--- config.mk ---
export PLATFORM = sky130hd
export DESIGN_NAME = ilv_datapath
export DESIGN_NICKNAME = d
export VERILOG_FILES = /design/src/rtl/ilv_pkg.sv /design/src/rtl/ilv_rotator.sv /design/src/rtl/ilv_lane.sv /design/src/rtl/ilv_outmux.sv /design/src/rtl/ilv_datapath.sv
export SDC_FILE = /design/constraint.sdc
export NUM_CORES = 1
export LEC_CHECK = 0
export BUFFER_PORTS_ARGS = -buffer_cell sky130_fd_sc_hd__buf_2
export CORE_MARGIN = 4
export CORE_UTILIZATION = 47
export DETAILED_ROUTE_END_ITERATION = 7
export GPL_ROUTABILITY_DRIVEN = 1
export MAX_ROUTING_LAYER = met4
export PLACE_DENSITY = 0.67
export SLEW_MARGIN = 25
export SYNTH_ARGS = -nofsm -noshare
export SYNTH_HDL_FRONTEND = slang
export SYNTH_SLANG_ARGS = --single-unit
--- constraint.sdc ---
create_clock -name clk -period 7.57 [get_ports clk]
set_input_delay 1.1355 -clock clk [delete_from_list [all_inputs] [get_ports clk]]
set_output_delay 1.1355 -clock clk [all_outputs]
set_load 0.02 [all_outputs]
--- src/rtl/ilv_pkg.sv ---
// Shared constants of the interleaved datapath.
// Assumes: the lane function is x*ILV_MULT + ILV_OFFSET, truncated to the data width.
package ilv_pkg;
    localparam int ILV_MULT   = 3;
    localparam int ILV_OFFSET = 7;

    // Width of a lane index, never below one bit.
    function automatic int idx_width(input int lanes);
        return (lanes > 1) ? $clog2(lanes) : 1;
    endfunction
endpackage

--- src/rtl/ilv_rotator.sv ---
// Slot rotator: a modulo-LANES counter decoded into one-hot load enables.
// Assumes: advances every clock; the enables are clock enables, not derived clocks.
module ilv_rotator #(
    parameter int LANES = 4
) (
    input  logic             clk,
    input  logic             rst_n,
    output logic [LANES-1:0] slot
);
    import ilv_pkg::*;
    localparam int IDX_W = idx_width(LANES);
    localparam logic [IDX_W-1:0] LAST = IDX_W'(LANES - 1);

    logic [IDX_W-1:0] idx;

    // Step the lane index, wrapping after the last lane.
    always_ff @(posedge clk) begin
        if (!rst_n)           idx <= '0;
        else if (idx == LAST) idx <= '0;
        else                  idx <= idx + 1'b1;
    end

    // Decode the index into one enable per lane.
    for (genvar k = 0; k < LANES; k++) begin : g_dec
        assign slot[k] = (idx == IDX_W'(k));
    end

    // Checker state: previous slot vector and a flag for one cycle after reset.
    logic             was_run;
    logic [LANES-1:0] slot_q;
    logic [LANES-1:0] slot_exp;

    // Capture history for the step check.
    always_ff @(posedge clk) begin
        if (!rst_n) begin
            was_run <= 1'b0;
            slot_q  <= '0;
        end else begin
            was_run <= 1'b1;
            slot_q  <= slot;
        end
    end

    // Expected slot: previous one rotated up by one lane.
    always_comb begin
        for (int k = 0; k < LANES; k++) slot_exp[k] = slot_q[(k + LANES - 1) % LANES];
    end


    slot_onehot_chk: assert property (@(posedge clk) disable iff (!rst_n)
        $countones(slot) == 1);

    slot_step_chk: assert property (@(posedge clk) disable iff (!rst_n)
        was_run |-> slot == slot_exp);
endmodule

--- src/rtl/ilv_lane.sv ---
// One processing lane: operand register loaded on its slot, result sampled one rotation later.
// Assumes: load is high once every LANES cycles; the function path has LANES cycles to settle.
module ilv_lane #(
    parameter int DATA_W = 16
) (
    input  logic              clk,
    input  logic              rst_n,
    input  logic              load,
    input  logic              in_valid,
    input  logic [DATA_W-1:0] in_data,
    output logic              res_valid,
    output logic [DATA_W-1:0] res_data
);
    import ilv_pkg::*;

    logic              opnd_v;
    logic [DATA_W-1:0] opnd;
    logic [DATA_W-1:0] func_out;

    // Lane function on the held operand (multicycle path).
    assign func_out = DATA_W'(opnd * DATA_W'(ILV_MULT) + DATA_W'(ILV_OFFSET));

    // On its slot: retire the old operand's result and take the new operand.
    always_ff @(posedge clk) begin
        if (!rst_n) begin
            opnd_v    <= 1'b0;
            opnd      <= '0;
            res_valid <= 1'b0;
            res_data  <= '0;
        end else if (load) begin
            opnd_v    <= in_valid;
            opnd      <= in_data;
            res_valid <= opnd_v;
            res_data  <= func_out;
        end
    end

    // Checker flag: one cycle past reset.
    logic was_run;
    always_ff @(posedge clk) begin
        if (!rst_n) was_run <= 1'b0;
        else        was_run <= 1'b1;
    end


    opnd_hold_chk: assert property (@(posedge clk) disable iff (!rst_n)
        (was_run && !$past(load)) |-> ($stable(opnd) && $stable(opnd_v)));

    rslt_hold_chk: assert property (@(posedge clk) disable iff (!rst_n)
        (was_run && !$past(load)) |-> ($stable(res_data) && $stable(res_valid)));
endmodule

--- src/rtl/ilv_outmux.sv ---
// Output recombiner: picks the lane that finished on the previous edge into one register.
// Assumes: slot is one-hot; lane buses are packed lane 0 in the low bits.
module ilv_outmux #(
    parameter int LANES  = 4,
    parameter int DATA_W = 16
) (
    input  logic                    clk,
    input  logic                    rst_n,
    input  logic [LANES-1:0]        slot,
    input  logic [LANES-1:0]        lane_valid,
    input  logic [LANES*DATA_W-1:0] lane_data,
    output logic                    out_valid,
    output logic [DATA_W-1:0]       out_data
);
    logic [LANES-1:0]  pick;
    logic              mux_v;
    logic [DATA_W-1:0] mux_d;

    // Delay the slot by one cycle: that lane has just sampled its result.
    always_ff @(posedge clk) begin
        if (!rst_n) pick <= '0;
        else        pick <= slot;
    end

    // One-hot AND-OR selection of the finished lane.
    always_comb begin
        mux_v = 1'b0;
        mux_d = '0;
        for (int k = 0; k < LANES; k++) begin
            mux_v = mux_v | (pick[k] & lane_valid[k]);
            mux_d = mux_d | ({DATA_W{pick[k]}} & lane_data[k*DATA_W +: DATA_W]);
        end
    end

    // Output register, updated every clock.
    always_ff @(posedge clk) begin
        if (!rst_n) begin
            out_valid <= 1'b0;
            out_data  <= '0;
        end else begin
            out_valid <= mux_v;
            out_data  <= mux_d;
        end
    end


    pick_onehot_chk: assert property (@(posedge clk) disable iff (!rst_n)
        $onehot0(pick));
endmodule

--- src/rtl/ilv_datapath.sv ---
// Top: rotator, LANES identical lanes and the output recombiner.
// Assumes: one input word per clock at most; fixed latency LANES+1.
module ilv_datapath #(
    parameter int LANES  = 4,
    parameter int DATA_W = 16
) (
    input  logic              clk,
    input  logic              rst_n,
    input  logic              in_valid,
    input  logic [DATA_W-1:0] in_data,
    output logic              out_valid,
    output logic [DATA_W-1:0] out_data
);
    localparam int BUS_W = LANES * DATA_W;

    logic [LANES-1:0] slot;
    logic [LANES-1:0] lane_valid;
    logic [BUS_W-1:0] lane_data;

    ilv_rotator #(.LANES(LANES)) u_rot (
        .clk  (clk),
        .rst_n(rst_n),
        .slot (slot)
    );

    for (genvar k = 0; k < LANES; k++) begin : g_lane
        ilv_lane #(.DATA_W(DATA_W)) u_lane (
            .clk      (clk),
            .rst_n    (rst_n),
            .load     (slot[k]),
            .in_valid (in_valid),
            .in_data  (in_data),
            .res_valid(lane_valid[k]),
            .res_data (lane_data[k*DATA_W +: DATA_W])
        );
    end

    ilv_outmux #(.LANES(LANES), .DATA_W(DATA_W)) u_mux (
        .clk       (clk),
        .rst_n     (rst_n),
        .slot      (slot),
        .lane_valid(lane_valid),
        .lane_data (lane_data),
        .out_valid (out_valid),
        .out_data  (out_data)
    );

    // Checker flag: one cycle past reset.
    logic was_run;
    always_ff @(posedge clk) begin
        if (!rst_n) was_run <= 1'b0;
        else        was_run <= 1'b1;
    end


    reset_quiet_chk: assert property (@(posedge clk)
        (rst_n && !was_run) |-> !out_valid);
endmodule

==> run_results.csv, run 1 <==
group,metric,value,unit
min_path,hold_path.class,"register to register",
power_and_ir_drop,power.density,232,nW/µm²
finish,fin_nets,1117,
timing,hold_viol,0,
timing,rsz0062_at_grt,"no",
timing,fin_worst_skew,0.00489,ns
timing,fin_crit_sh,0.367,
routing,num_vias,6711,
global_route,antenna_found_initial,0,
timing,finalMaxSlewViolations,0,
yosys,synth-seq-cells,159,
yosys,yosysSeqAreaShare,0.353,
timing,worst_slew_pin_slew,1.00,ns
routing,drt_iter0_markers,349,
critical_path,rrSetupSlack,4.79,ns
min_path,hold_end,"g_lane[3].u_lane.res_data[12]$_SDFFE_PN0P_",
min_path,whs_path_depth,2,
yosys,synth.lib_cells_used.distinct,57,
floorplanning,start_util,0.481,
clock_network,cts_tree,"built",
global_route,track_usage,0.190,
clock_network,cts_hold_buf,0,
timing,fin_tns_setup,0,ns
place,place.gp.congestion,0.868,
critical_path,reg2reg_from,"g_lane[0].u_lane.opnd[2]$_SDFFE_PN0P_",
global_route,grt_pass1_wl,32.5,mm
status,status,"finished clean",
floorplanning,core.rowCount,50,
routing,drt-total-wl,19.4,mm
yosys,synth_ff_type,"dfxtp_1",
power_and_ir_drop,ir_worst_vdd,0.149,mV
place,dp.final_hpwl,14.3,mm
power_and_ir_drop,internal_power,1.68,mW
clock_network,clockBufferDepth,2,
routing,ant_nets,0,
timing,timing.hold.ws,0.454,ns
routing,drc,0,
routing,wire_per_inst,15.8,µm
clock_network,post_cts_buffers,0,
yosys,yosysWarnings,0,
timing,max_freq,0.360,GHz
clock_network,ctsResizeCount,0,
clock_network,cts_buffers,17,
power_and_ir_drop,switching_share,0.274,
critical_path,crit_path_end_kind,"register",
floorplanning,die_h,147,µm
clock_network,clk_latency,0.42,ns
clock_network,clk_pin_slew,0.06,ns
finish,drive_above_1_share,0.0884,
power_and_ir_drop,clkPwrFrac,0.398,
floorplanning,die_w,147,µm
critical_path,arrival,3.13,ns
finish,layout_commonest_cell,"dfxtp_1",
clock_network,htreeDepth,4,
yosys,synth.net_count,1110,
critical_path,cp-start-kind,"register",
critical_path,r2r_end,"g_lane[0].u_lane.res_data[14]$_SDFFE_PN0P_",
critical_path,reg2regPathDepth,11,
yosys,synth_edf_count,0,
clock_network,root_buffer,"clkbuf_16",
global_route,grt_pass1_vias,6583,
power_and_ir_drop,seq_power_share,0.415,
routing,post_drt_via_cell_ratio,5.46,
critical_path,critPathKind,"register to register",
finish,fill_cells,1738,
timing,fin_crit,2.78,ns
power_and_ir_drop,p_leak,4.51,nW
power_and_ir_drop,power_switching,633,µW
yosys,synth_area,9030,µm²
finish,mostFrequentLayoutCells,"dfxtp_1 (159), nor2_1 (142), ha_1 (112)",
power_and_ir_drop,p_comb_frac,0.187,
critical_path,crit_fanout,5,
routing,first_pass_iters,4,
yosys,synthArstFlopShare,0,
floorplanning,die_area,21500,µm²
finish,antenna_cells,0,
timing,relSlewSlack,0.332,
place,port_buffers,35,
finish,area_growth,10.7,%
floorplanning,core_area,18800,µm²
global_route,grt_max_degree,96,
critical_path,critical_path_required,7.92,ns
floorplanning,ios,36,
min_path,min_from,"g_lane[3].u_lane.res_data[12]$_SDFFE_PN0P_",
yosys,synth_cells,975,
timing,report.final.setup_viol,0,
job,max_cap_viol_count,0,
yosys,syn_area_per_cell,9.26,µm²
global_route,grt-ovfl-total,0,
clock_network,clock_sink_count,159,
==> cells by family (layout without fill, tap and decap cells) <==
kind of cell,count (synthesis),after routing,share of synthesized area
AND/OR/NAND/NOR,236,236,0.118
AO/OA/AOI/OAI,212,212,0.159
flip-flops,159,159,0.353
adder cells (fa/ha/maj),116,116,0.161
multiplexers,106,106,0.118
buffers and inverters,93,113,0.0395
XOR/XNOR,53,53,0.0514
==> how the worst max path moves through the flow <==
stage,slack [ns],startpoint,depth (start not counted),end
global route,4.52,g_lane[0].u_lane.opnd[2]$_SDFFE_PN0P_,11,g_lane[0].u_lane.res_data[14]$_SDFFE_PN0P_
detailed placement,4.45,rst_n,4,g_lane[3].u_lane.opnd[1]$_SDFFE_PN0P_
CTS,4.80,g_lane[0].u_lane.opnd[2]$_SDFFE_PN0P_,11,g_lane[0].u_lane.res_data[14]$_SDFFE_PN0P_
finish,4.79,g_lane[0].u_lane.opnd[2]$_SDFFE_PN0P_,11,g_lane[0].u_lane.res_data[14]$_SDFFE_PN0P_
floorplan,5.12,g_lane[0].u_lane.opnd[0]$_SDFFE_PN0P_,12,g_lane[0].u_lane.res_data[14]$_SDFFE_PN0P_
global placement,4.50,rst_n,4,g_lane[2].u_lane.res_data[0]$_SDFFE_PN0P_
==> power by group through the flow <==
stage          Clock, mW  Combinational, mW  Sequential [mW]
4_1_cts            0.935              0.438            0.960
5_1_grt            0.975              0.493            0.969
2_1_floorplan          0              0.351            0.958
6_report           0.920              0.434            0.960
3_3_place_gp           0              0.428            0.975
3_5_place_dp           0              0.433            0.978
==> worst max-delay path, cell delays in order (launching register included) <==
cell and delay [ns]:
dfxtp_1 0.44, inv_1 0.07, ha_1 0.27, inv_1 0.04
ha_1 0.28, a211oi_1 0.23, nor2_1 0.13, o311ai_1 0.43
a21oi_1 0.18, a22o_1 0.21, mux2_2 0.28, o211ai_1 0.15
==> sequential cells by signal, summed over array words and instances, names as in the netlist <==
signal / flops
g_lane.u_lane.opnd: 64
g_lane.u_lane.res_data: 64
u_mux.out_data: 16
g_lane.u_lane.opnd_v: 4
g_lane.u_lane.res_valid: 4
u_mux.pick: 4
u_rot.idx: 2
u_mux.out_valid: 1
==> stage by stage <==
| stage | std cells | cell area [µm²] | utilization | power, mW | worst slack (ns) |
|---|---|---|---|---|---|
| 3_5_place_dp | 1197 | 9350 | 0.498 | 1.41 | 4.45 |
| 2_1_floorplan | 975 | 9030 | - | 1.31 | 5.12 |
| 6_report | 1229 | 9990 | 0.532 | 2.31 | 4.79 |
| 4_1_cts | 1229 | 9990 | 0.532 | 2.33 | 4.80 |
| 5_1_grt | 1229 | 9990 | 0.532 | 2.44 | 4.52 |
| 3_3_place_gp | 1197 | 9330 | 0.497 | 1.40 | 4.50 |
==> layer usage <==
layer	wire length, µm	global-route usage	vias to the layer above
met5	0	-	-
met4	308	0.0489	0
met2	8850	0.302	83
li1	-	-	3482
met3	669	0.0366	26
met1	9550	0.251	3120
==> cell type report <==
class	count	area, µm²	share of cell area
flip-flops and latches	159	3180	0.319
inverters	44	168	0.0168
clock inverters	10	158	0.0158
clock buffers	22	484	0.0485
multi-input cells	723	5520	0.552
repair buffers	37	190	0.0190
well taps	234	293	0.0293
==> Yosys cell counts (all sizes together) (6+ instances only) <==
master	number	area, µm²
nand3b	14	105
nand4	6	37.5
nand3	13	65.1
a21oi	55	275
clkbuf	44	165
xor2	20	175
o21ai	33	165
o21a	8	60.1
dfxtp	159	3180
o211ai	9	67.6
xnor2	33	289
a22oi	34	255
inv	44	165
a21o	19	144
a31oi	7	43.8
o21bai	8	60.1
nor3	7	35.0
ha	116	1450
a211oi	15	113
nand2	26	97.6
mux2i	103	1030
nor2	142	533
Power figures use the tool's default switching activity.
==> run 2, diff against run 1 <==
ABC_AREA = 1   (was unset)
PLACE_DENSITY = 0.7   (was 0.67)
clock period = 2.5 ns   (was 7.57 ns; I/O delays follow)
==> run_results.csv, run 2 <==
group,metric,value,unit
yosys,synthArstFlopShare,0,
routing,wire_per_inst,14.0,µm
job,max_cap_viol_count,0,
global_route,grt_max_degree,60,
yosys,synth_top_cell_by_area,"dfxtp_1",
yosys,synth.lib_cells_used.distinct,31,
power_and_ir_drop,internal_power,5.36,mW
critical_path,reg2reg_from,"g_lane[1].u_lane.opnd[2]$_SDFFE_PN0P_",
yosys,yosysSeqAreaShare,0.319,
timing,final.setup.worst_slack,0.552,ns
timing,fin_crit,1.95,ns
yosys,ys_top_cells_by_count,"nand2_1 (371), inv_1 (273), dfxtp_1 (159)",
place,place.gp.congestion,0.950,
power_and_ir_drop,ir_worst_vdd,0.487,mV
critical_path,cp-start-kind,"register",
yosys,synthDominantCellAreaShare,0.319,
min_path,hold_path.class,"input port to register",
routing,drt_iter0_markers,529,
yosys,yosysMostFrequentCell,"nand2_1",
yosys,synthTopCellsByArea,"dfxtp_1 (32%), ha_1 (15%), nand2_1 (14%), inv_1 (10%), a21oi_1 (7.4%)",
yosys,synth_edf_count,0,
floorplanning,die_area,23700,µm²
timing,worst_slew_pin_slew,0.700,ns
yosys,synth_area,9990,µm²
timing,finalMaxSlewViolations,0,
timing,hold_viol,0,
power_and_ir_drop,power.density,718,nW/µm²
min_path,whs_path_depth,3,
power_and_ir_drop,clkPwrFrac,0.369,
critical_path,crit_fanout,5,
clock_network,cts_hold_buf,0,
timing,rsz0062_at_grt,"no",
clock_network,cts_tree,"built",
clock_network,htreeDepth,4,
min_path,hold_end,"g_lane[2].u_lane.opnd_v$_SDFFE_PN0P_",
yosys,synth_ff_type,"dfxtp_1",
floorplanning,die_w,154,µm
timing,max_freq,0.513,GHz
finish,antenna_cells,0,
power_and_ir_drop,p_comb_frac,0.255,
power_and_ir_drop,switching_share,0.325,
floorplanning,die_h,154,µm
clock_network,clk_pin_slew,0.06,ns
place,dp.final_hpwl,18.8,mm
critical_path,critPathKind,"register to register",
global_route,track_usage,0.221,
finish,mostFrequentLayoutCells,"nand2_1 (371), inv_1 (273), dfxtp_1 (159)",
power_and_ir_drop,power_switching,2.58,mW
critical_path,critical_path_required,2.83,ns
yosys,synth-seq-cells,159,
finish,fill_cells,2094,
global_route,grt_pass1_wl,41.1,mm
routing,drc,0,
critical_path,reg2regPathDepth,12,
yosys,yosysWarnings,0,
floorplanning,core.rowCount,53,
finish,final_util,0.528,
clock_network,root_buffer,"clkbuf_16",
routing,ant_nets,0,
status,status,"finished clean",
timing,fin_tns_setup,0,ns
floorplanning,core_area,21000,µm²
min_path,min_from,"in_valid",
global_route,grt-ovfl-total,0,
clock_network,post_cts_buffers,0,
clock_network,ctsResizeCount,0,
power_and_ir_drop,seq_power_share,0.376,
finish,fin_nets,1635,
finish,area_growth,10.8,%
clock_network,cts_buffers,17,
yosys,synth.net_count,1617,
global_route,antenna_found_initial,1,
routing,drt-total-wl,25.1,mm
finish,final_area,11100,µm²
place,placed_cell_area,10400,µm²
clock_network,clock_sink_count,159,
routing,num_vias,8928,
timing,fin_crit_sh,0.779,
routing,first_pass_iters,5,
yosys,synth_cells,1482,
timing,relSlewSlack,0.533,
critical_path,rrSetupSlack,0.55,ns
clock_network,clockBufferDepth,2,
critical_path,r2r_end,"g_lane[1].u_lane.res_data[14]$_SDFFE_PN0P_",
routing,post_drt_via_cell_ratio,4.99,
power_and_ir_drop,p_leak,6.14,nW
finish,reg.largest.list,"g_lane.u_lane.opnd: 64 flops, g_lane.u_lane.res_data: 64 flops, u_mux.out_data: 16 flops",
place,port_buffers,35,
critical_path,arrival,2.27,ns
finish,layout_commonest_cell,"nand2_1",
floorplanning,ios,36,
place,dp_slack,0.562,ns
timing,fin_worst_skew,0.00775,ns
yosys,syn_area_per_cell,6.74,µm²
timing,report.final.setup_viol,0,
finish,drive_above_1_share,0.0853,
floorplanning,start_util,0.477,
clock_network,clk_latency,0.43,ns
global_route,grt_pass1_vias,8277,
critical_path,crit_path_end_kind,"register",
## run 2: changes by cell type after synthesis, moves of 19 or more
cell / previous run / this run
nand2_1: 26 / 371
o21ai_0: 31 / 103
nand3_1: 13 / 65
clkbuf_1: 44 / 25
mux2i_1: 103 / 0
a22oi_1: 34 / 0
xnor2_1: 33 / 8
a21oi_1: 55 / 148
inv_1: 43 / 273
nor2_1: 142 / 72
## run 2: cells by family (layout without fill, tap and decap cells)
kind of cell,Yosys count,in the layout,synth area share
compound gates,282,282,0.145
simple gates,562,562,0.237
xor+xnor,30,30,0.0263
fa+ha+maj,116,116,0.145
buf+inv,333,364,0.128
flops,159,159,0.319
## run 2: layer usage
layer / part of all wire / GRT usage / vias up
met5: 0 / - / -
met4: 0.022 / 0.0631 / 0
met3: 0.040 / 0.0326 / 29
met2: 0.45 / 0.346 / 157
met1: 0.49 / 0.300 / 4026
li1: - / - / 4716
## run 2: worst max-delay path by stage
| stage | cells past startpoint | endpoint | startpoint | slack (ns) |
|---|---|---|---|---|
| 6_report | 12 | g_lane[1].u_lane.res_data[14]$_SDFFE_PN0P_ | g_lane[1].u_lane.opnd[2]$_SDFFE_PN0P_ | 0.55 |
| 5_1_grt | 14 | g_lane[0].u_lane.res_data[13]$_SDFFE_PN0P_ | g_lane[0].u_lane.opnd[2]$_SDFFE_PN0P_ | 0.28 |
| 4_1_cts | 11 | g_lane[1].u_lane.res_data[8]$_SDFFE_PN0P_ | g_lane[1].u_lane.opnd[2]$_SDFFE_PN0P_ | 0.55 |
| 3_5_place_dp | 11 | g_lane[1].u_lane.res_data[8]$_SDFFE_PN0P_ | g_lane[1].u_lane.opnd[2]$_SDFFE_PN0P_ | 0.56 |
| 3_3_place_gp | 10 | g_lane[0].u_lane.res_data[7]$_SDFFE_PN0P_ | g_lane[0].u_lane.opnd[2]$_SDFFE_PN0P_ | 0.61 |
| 2_1_floorplan | 11 | g_lane[2].u_lane.res_data[8]$_SDFFE_PN0P_ | g_lane[2].u_lane.opnd[1]$_SDFFE_PN0P_ | 0.76 |
## run 2: worst max-delay path, cell delays in order, from the launching register on
cell and delay, ns:
dfxtp_1 0.43, ha_1 0.27, ha_1 0.35, nand2_1 0.11, nand2_1 0.05, nand2_1 0.07, nand3_2 0.11, nand2_1 0.10
nand2_1 0.06, nand2_1 0.06, nand3_1 0.11, nand2_1 0.09, inv_1 0.04
## run 2: final cells by class
type	instances	area (µm²)	share of cell area
Clock inverter	13	208	0.0188
Clock buffer	19	453	0.0409
Sequential cell	159	3180	0.288
Inverter	287	1080	0.0974
Tap cell	275	344	0.0311
Multi-Input combinational cell	990	5540	0.500
Timing Repair Buffer	45	263	0.0237
## run 2: power groups by stage
stage               clock (mW)  sequential [mW]  combinational, mW
floorplan                    0             3.01               1.51
global placement             0             3.03               1.96
detailed placement           0             3.04               2.00
CTS                       2.98             2.98               2.03
global route              3.07             3.02               2.33
finish                    2.93             2.99               2.03
## run 2: metrics by stage
stage | cells | hold slack (ns) | total power, mW
after global placement | 1756 | 0.437 | 5.00
final | 1788 | 0.338 | 7.95
after global routing | 1788 | 0.360 | 8.42
after detailed placement | 1756 | 0.446 | 5.04
after floorplan | 1482 | 0.426 | 4.52
after CTS | 1788 | 0.303 | 7.99
==> run 3, diff against run 2 <==
clock period = 1.7 ns   (was 2.5 ns; I/O delays follow)
==> run_results.csv, run 3 (synthesized netlist as in run 2, its figures left out) <==
group,metric,value,unit
global_route,grt_pass1_wl,48.8,mm
clock_network,cts_hold_buf,0,
clock_network,htreeDepth,4,
floorplanning,core.rowCount,53,
global_route,track_usage,0.262,
critical_path,arrival,2.16,ns
timing,fin_worst_skew,0.0123,ns
place,port_buffers,35,
clock_network,clk_latency,0.44,ns
routing,drt_iter0_markers,789,
timing,report.final.setup_viol,22,
routing,num_vias,9896,
finish,layout_commonest_cell,"nand2_1",
timing,fin_crit,1.83,ns
critical_path,critical_path_required,2.04,ns
timing,final.setup.worst_slack,-0.126,ns
floorplanning,die_h,154,µm
place,dp.final_hpwl,19.4,mm
timing,relSlewSlack,0.567,
status,status,"finished with violations",
min_path,hold_path.class,"input port to register",
power_and_ir_drop,p_leak,6.61,nW
floorplanning,start_util,0.477,
timing,max_freq,0.548,GHz
floorplanning,ios,36,
finish,final_area,13900,µm²
finish,area_growth,38.6,%
timing,finalMaxSlewViolations,0,
power_and_ir_drop,ir_worst_vdd,0.681,mV
critical_path,crit_fanout,4,
finish,drive_above_1_share,0.355,
status,violations,"negative setup slack",
floorplanning,die_area,23700,µm²
routing,ant_nets,0,
clock_network,cts_tree,"built",
critical_path,critPathKind,"register to register",
routing,first_pass_iters,5,
floorplanning,core_area,21000,µm²
routing,drc,0,
global_route,antenna_found_initial,1,
place,dp_slack,-0.179,ns
finish,antenna_cells,0,
global_route,grt_max_degree,64,
finish,mostFrequentLayoutCells,"nand2_1 (282), inv_1 (240), a21oi_1 (135)",
global_route,grt-ovfl-total,0,
timing,rsz0062_at_grt,"yes",
finish,fin_nets,1724,
clock_network,root_buffer,"clkbuf_16",
routing,post_drt_via_cell_ratio,5.27,
routing,wire_per_inst,16.7,µm
place,placed_cell_area,11000,µm²
global_route,grt_pass1_vias,9706,
timing,hold_viol,0,
floorplanning,die_w,154,µm
critical_path,cp-start-kind,"register",
clock_network,clk_pin_slew,0.07,ns
finish,fill_cells,1700,
clock_network,clockBufferDepth,2,
routing,drt-total-wl,31.4,mm
job,max_cap_viol_count,0,
timing,fin_crit_sh,1.07,
place,place.gp.congestion,0.934,
critical_path,crit_path_end_kind,"register",
finish,reg.largest.list,"g_lane.u_lane.opnd: 64 flops, g_lane.u_lane.res_data: 64 flops, u_mux.out_data: 16 flops",
power_and_ir_drop,power.density,954,nW/µm²
timing,worst_slew_pin_slew,0.649,ns
clock_network,cts_buffers,17,
clock_network,clock_sink_count,159,
## run 3: area by class of cell
class | count | area, µm² | area share
multi-input combinational | 990 | 7520 | 0.543
tap | 275 | 344 | 0.0248
timing repair buffer | 134 | 988 | 0.0714
clock inverter | 14 | 131 | 0.00948
sequential | 159 | 3340 | 0.241
clock buffer | 18 | 439 | 0.0317
inverter | 287 | 1100 | 0.0791
## run 3: timing repair
| action | in CTS | in global routing |
|---|---|---|
| pin swaps | 87 | 86 |
| buffers inserted | 12 | 4 |
| cloned | 0 | 0 |
| endpoints found under the setup margin | 44 | 48 |
| resized for setup | 243 | 189 |
## run 3: path summary, 6_finish.rpt
kind                                        startpoint                                    endpoint  cells past startpoint  slack [ns]
max              g_lane[2].u_lane.opnd[7]$_SDFFE_PN0P_  g_lane[2].u_lane.res_data[13]$_SDFFE_PN0P_                     12       -0.13
min                                           in_valid        g_lane[2].u_lane.opnd_v$_SDFFE_PN0P_                      3        0.20
max reg2reg      g_lane[2].u_lane.opnd[7]$_SDFFE_PN0P_  g_lane[2].u_lane.res_data[13]$_SDFFE_PN0P_                     12       -0.13
min reg2reg  g_lane[3].u_lane.res_data[7]$_SDFFE_PN0P_   g_lane[3].u_lane.res_data[7]$_SDFFE_PN0P_                      2        0.45
## run 3: report_power, final
part	switching [mW]	internal, mW
logic	2.63	2.27
registers	0.348	4.16
clock network	1.72	2.08
total	4.70	8.51
## run 3: critical path, stage by stage (launching register included)
cell and delay (ns):
dfxtp_4 0.37, ha_4 0.26, ha_4 0.27, nand2_4 0.09
inv_1 0.06, nand2_1 0.09, nand2_1 0.08, nand2_1 0.09
nand3_1 0.11, nand2_1 0.12, nand3_2 0.08, nand2_1 0.07
inv_1 0.03
## run 3: through the flow
stage          setup TNS [ns]  utilization  cells  power, mW  hold slack (ns)
3_3_place_gp            -3.73        0.526   1829       7.85            0.441
4_1_cts               -0.0695        0.633   1873       12.7            0.164
3_5_place_dp            -4.69        0.526   1829       7.91            0.441
2_1_floorplan               0            -   1482       6.66            0.426
5_1_grt                 -3.99        0.661   1877       13.9            0.193
6_report               -0.733        0.661   1877       13.2            0.198
## run 3: routing by layer
layer,vias to the layer above,GRT usage,share of wire
met1,4618,0.325,0.43
met3,71,0.0498,0.054
met5,-,-,0
met4,0,0.0849,0.029
li1,4903,-,-
met2,304,0.431,0.48
